==> config.mk <==
export PLATFORM = sky130hd
export DESIGN_NAME = lock_gated_divider_bank
export DESIGN_NICKNAME = d
export VERILOG_FILES = /design/src/rtl/clkdiv_pkg.sv /design/src/rtl/first_lock_latch.sv /design/src/rtl/clkdiv_channel.sv /design/src/rtl/lock_gated_divider_bank.sv
export SDC_FILE = /design/constraint.sdc
export NUM_CORES = 1
export LEC_CHECK = 0
export BUFFER_PORTS_ARGS = -buffer_cell sky130_fd_sc_hd__buf_4
export CORE_UTILIZATION = 35
export CTS_CLUSTER_DIAMETER = 120
export DETAILED_ROUTE_END_ITERATION = 16
export SLEW_MARGIN = 0
export SYNTH_ARGS = -nofsm -noshare
export SYNTH_HDL_FRONTEND = slang
export SYNTH_SLANG_ARGS = --single-unit
==> constraint.sdc <==
create_clock -name clk_vco -period 3.8 [get_ports clk_vco]
set_input_delay 0.76 -clock clk_vco [delete_from_list [all_inputs] [get_ports clk_vco]]
set_output_delay 0.76 -clock clk_vco [all_outputs]
set_load 0.01 [all_outputs]
==> src/rtl/clkdiv_pkg.sv <==
package clkdiv_pkg;

  // Ratio actually used by a channel: zero is promoted to one.
  function automatic int eff_ratio(input int n);
    return (n == 0) ? 1 : n;
  endfunction

  // Number of input cycles the output stays high within one period.
  function automatic int high_len(input int n);
    return (eff_ratio(n) + 1) / 2;
  endfunction

  // Number of input cycles the output stays low within one period.
  function automatic int low_len(input int n);
    return eff_ratio(n) / 2;
  endfunction

endpackage

==> src/rtl/first_lock_latch.sv <==
module first_lock_latch #(
  parameter int SYNC_STAGES = 2
) (
  input  logic clk,
  input  logic rst_n,
  input  logic osc_en,
  input  logic lock_raw,
  output logic lock_seen
);

  logic [SYNC_STAGES-1:0] sync_q;
  logic                   lock_sync;

  assign lock_sync = sync_q[SYNC_STAGES-1];

  generate
    if (SYNC_STAGES == 1) begin : g_one
      always_ff @(posedge clk or negedge rst_n) begin
        if (!rst_n) sync_q <= '0;
        else        sync_q <= lock_raw;
      end
    end else begin : g_chain
      always_ff @(posedge clk or negedge rst_n) begin
        if (!rst_n) sync_q <= '0;
        else        sync_q <= {sync_q[SYNC_STAGES-2:0], lock_raw};
      end
    end
  endgenerate

  // Sticky first-lock flag, cleared only by the oscillator enable.
  always_ff @(posedge clk or negedge rst_n) begin
    if (!rst_n)       lock_seen <= 1'b0;
    else if (!osc_en) lock_seen <= 1'b0;
    else if (lock_sync) lock_seen <= 1'b1;
  end

  // once latched, the flag survives a lock drop while enabled.
  assert_latch_sticky_R8: assert property (@(posedge clk) disable iff (!rst_n)
    (lock_seen && osc_en) |=> lock_seen);

  // disabling the oscillator clears the latch.
  assert_latch_clear_R9: assert property (@(posedge clk) disable iff (!rst_n)
    !osc_en |=> !lock_seen);

  // the latch only sets from a synchronized lock report.
  assert_latch_needs_lock_R2: assert property (@(posedge clk) disable iff (!rst_n)
    $rose(lock_seen) |-> $past(lock_sync));

endmodule

==> src/rtl/clkdiv_channel.sv <==
module clkdiv_channel #(
  parameter int RATIO_W = 6
) (
  input  logic               clk,
  input  logic               rst_n,
  input  logic               osc_en,
  input  logic               lock_ok,
  input  logic               en,
  input  logic [RATIO_W-1:0] ratio_in,
  output logic               clk_out
);
  import clkdiv_pkg::*;

  logic [RATIO_W-1:0] cnt_q;
  logic [RATIO_W-1:0] cur_ratio_q;
  logic [RATIO_W-1:0] ratio_eff;
  logic               active_q;
  logic               level_q;
  logic               bypass_q;
  logic               gate_ok;
  logic               period_end;

  assign ratio_eff  = RATIO_W'(eff_ratio(int'(ratio_in)));
  assign gate_ok    = osc_en && lock_ok && en;
  assign period_end = !active_q || (int'(cnt_q) == int'(cur_ratio_q) - 1);

  always_ff @(posedge clk or negedge rst_n) begin
    if (!rst_n) begin
      cnt_q       <= '0;
      cur_ratio_q <= RATIO_W'(1);
      active_q    <= 1'b0;
      level_q     <= 1'b0;
    end else if (!osc_en) begin
      cnt_q    <= '0;
      active_q <= 1'b0;
      level_q  <= 1'b0;
    end else if (period_end) begin
      cnt_q       <= '0;
      cur_ratio_q <= ratio_eff;
      active_q    <= gate_ok;
      level_q     <= gate_ok && (int'(ratio_eff) != 1);
    end else begin
      cnt_q   <= cnt_q + 1'b1;
      level_q <= (int'(cnt_q) + 1) < high_len(int'(cur_ratio_q));
    end
  end

  // Ratio-1 gate changes while the input clock is low, so the AND is clean.
  always_ff @(negedge clk or negedge rst_n) begin
    if (!rst_n) bypass_q <= 1'b0;
    else        bypass_q <= active_q && (int'(cur_ratio_q) == 1);
  end

  assign clk_out = level_q | (clk & bypass_q);

  // without the lock flag the divided level never rises.
  assert_no_out_without_lock_R2: assert property (@(posedge clk) disable iff (!rst_n)
    (!lock_ok && !active_q) |=> !level_q);

  // the counter never leaves the current period.
  assert_cnt_in_period_R3: assert property (@(posedge clk) disable iff (!rst_n)
    active_q |-> (cnt_q < cur_ratio_q));

  // ratio only reloads at a period end.
  assert_ratio_at_boundary_R7: assert property (@(posedge clk) disable iff (!rst_n)
    !period_end |=> $stable(cur_ratio_q));

  // an enable drop cannot stop a period in progress.
  assert_enable_at_boundary_R7: assert property (@(posedge clk) disable iff (!rst_n)
    (active_q && !period_end && osc_en) |=> active_q);

  // oscillator disable forces the channel off at the next edge.
  assert_kill_R9: assert property (@(posedge clk) disable iff (!rst_n)
    !osc_en |=> (!active_q && !level_q));

endmodule

==> src/rtl/lock_gated_divider_bank.sv <==
module lock_gated_divider_bank #(
  parameter int NUM_OUT     = 4,
  parameter int RATIO_W     = 6,
  parameter int SYNC_STAGES = 2,
  localparam int BUS_W      = NUM_OUT * RATIO_W
) (
  input  logic               clk_vco,
  input  logic               rst_n,
  input  logic               osc_en,
  input  logic               lock_raw,
  input  logic [BUS_W-1:0]   ratio_bus,
  input  logic [NUM_OUT-1:0] out_en,
  output logic [NUM_OUT-1:0] clk_out
);

  logic lock_seen;

  first_lock_latch #(
    .SYNC_STAGES(SYNC_STAGES)
  ) u_lock (
    .clk      (clk_vco),
    .rst_n    (rst_n),
    .osc_en   (osc_en),
    .lock_raw (lock_raw),
    .lock_seen(lock_seen)
  );

  generate
    for (genvar i = 0; i < NUM_OUT; i++) begin : g_ch
      clkdiv_channel #(
        .RATIO_W(RATIO_W)
      ) u_ch (
        .clk     (clk_vco),
        .rst_n   (rst_n),
        .osc_en  (osc_en),
        .lock_ok (lock_seen),
        .en      (out_en[i]),
        .ratio_in(ratio_bus[i*RATIO_W +: RATIO_W]),
        .clk_out (clk_out[i])
      );
    end
  endgenerate

endmodule

==> out/qor.csv <==
metric,value,unit
status,finished clean,
crit_chain,a21o_1 -> buf_4,
grt_overflow,0,
cp_max_fo,1,
die_w,115,um
synth_cell_types,60,
crit_type,register to output pin,
tns,0,ns
crit_path_max_incr_delay,0.32,ns
worst_setup_path_start_kind,register,
required,3.04,ns
multi_input_area,2690,um^2
layout_common_cells,"55 x dfrtp_1, 39 x ha_1, 36 x xnor2_1, 36 x buf_4",
cpMaxStageDelayCell,dfrtn_1,
postCtsSetupRepairBufs,0,
fin_util,42.8,%
grt_pass1_vias,3454,
ios,36,
slew_violations,0,
routedWlPerCell,14.8,um
cts_tree,done,
power_density,552,nW/um^2
fp.dieArea,13300,um^2
remaining_drc_errors,0,
holdBufCountCts,0,
fin_nets,556,
grt_usage,16.8,%
final_common_cell,dfrtp_1,
rows,40,
worstSkewPairLatency,0.47,ns
area_delta_synth_final,17.0,%
netlist_area,4490,um^2
portBuffers,35,
place.gp.congestion,0.800,
antenna_found_initial,0,
synthesis.instances,460,
vias_per_cell,5.19,
synth_seq_cells,63,
drt_pre_antenna_iters,4,
fin_worst_skew,0.0287,ns
synthFlopType,dfrtp_1,
layout-drive-gt1-share,15.5,%
endpoint_kind,output pin,
synth_seq_area_share,35.3,%
slew_headroom,45.0,%
cp.arrival,3.00,ns
hold_path.class,input port to async pin,
cellLeakagePower,0.00241,uW
antenna_cells,0,
num_vias,3421,
dp_hpwl,7220,um
syn_nets,531,
fp.dieH,115,um
placeableCoreArea,12300,um^2
rsz0062_at_grt,true,
setup_viol,0,
clk_pin_slew,0.05,ns
cts_resized,0,
drv_cap,0,
initial_core_util,36.6,%
wirelength,9730,um
ant_nets,0,
hold_viol_final,0,
dr.first_iter.drc_count,99,
seqCellArea,1580,um^2
avgSynthCellArea,9.75,um^2
yosysWarnings,0,
nFillCells,1186,
grt_max_degree,30,
ir_drop,0.448,mV
grt_pass1_wl,16800,um
synth_edf_count,0,
synth-async-reset-ratio,100,%
tightestPinTransition,0.812,ns
per-layer routing:
metal / up-vias / wire length (um) / track usage (%)
met4: 0 / 233 / 8.40
met1: 1632 / 4430 / 20.6
li1: 1680 / - / -
met5: - / 0 / 0
met3: 18 / 568 / 5.59
met2: 91 / 4510 / 26.6
cells in the mapped netlist (10+ instances only):
master	n	area share, %
nor2b_1	19	2.6
inv_1	22	1.8
nand3_1	27	3.0
mux2_1	10	2.5
dfrtp_1	55	31
xnor2_1	36	7.0
ha_1	39	11
nor2_1	27	2.3
clkbuf_1	20	1.7
nand2_1	21	1.8
a21oi_1	10	1.1
and3_1	14	2.0
xor2_1	26	5.1
cells by family (layout without fill, tap and decap cells):
group                    count (synthesis)  in the layout  share of synthesized area [%]
AO/OA/AOI/OAI                           74             74                           12.2
AND/OR/NAND/NOR                        144            144                           17.2
XOR/XNOR                                62             62                           12.1
adder cells (fa/ha/maj)                 39             39                           10.9
flip-flops                              63             63                           35.3
multiplexers                            29             29                           7.45
buffers and inverters                   49             80                           4.85
flip-flops by register name, indices dropped and copies added (netlist names):
signal / cells
g_ch.u_ch.cnt_q: 24
g_ch.u_ch.bypass_q: 4
g_ch.u_ch.active_q: 4
g_ch.u_ch.level_q: 4
u_lock.lock_seen: 1
u_lock.sync_q: 2
g_ch.u_ch.cur_ratio_q: 24
report_power, final:
group	total, uW	switching (uW)	internal, uW	leakage (uW)
registers	966	193	773	0.000808
logic	837	414	422	0.00134
clock network	1100	357	738	0.000265
critical path, delay by kind of cell (launching register included):
| kind | cells | cell delay (ns) |
|---|---|---|
| flops | 1 | 0.32 |
| compound gates | 1 | 0.16 |
| buf+inv | 1 | 0.14 |
worst paths after layout:
check / from / end / slack, ns / cells after the start
worst max-delay path: g_ch[3].u_ch.bypass_q / clk_out[3] / 0.04 / 2
worst min-delay path: rst_n / g_ch[2].u_ch.level_q / 0.25 / 1
worst max register to register: g_ch[0].u_ch.cur_ratio_q[2] / g_ch[0].u_ch.bypass_q / 0.61 / 2
worst min register to register: u_lock.sync_q[0] / u_lock.sync_q[1] / 0.36 / 0
max in group asynchronous: rst_n / g_ch[0].u_ch.bypass_q / 1.47 / 1
min in group clk_vco: u_lock.sync_q[0] / u_lock.sync_q[1] / 0.36 / 0
metrics by stage:
stage                     power [uW]  setup slack (ns)  area (um^2)  cells  hold WS, ns
after global routing            3100          -0.00494         5250    659        0.270
after detailed placement        1830             0.537         4840    638        0.358
final                           2900            0.0437         5250    659        0.247
after floorplan                 1640             0.544         4490    460        0.331
after global placement          1800             0.540         4840    638        0.386
after CTS                       2930            0.0103         5240    659        0.247
layout make-up:
type / instances / share of cell area [%]
clock inverters: 4 / 0.858
well taps: 168 / 4.01
multi-input cells: 348 / 51.2
flip-flops and latches: 63 / 30.1
clock buffers: 21 / 7.51
inverters: 22 / 1.57
repair buffers: 33 / 4.72
Note: power is estimated with default switching activity, not from simulation.
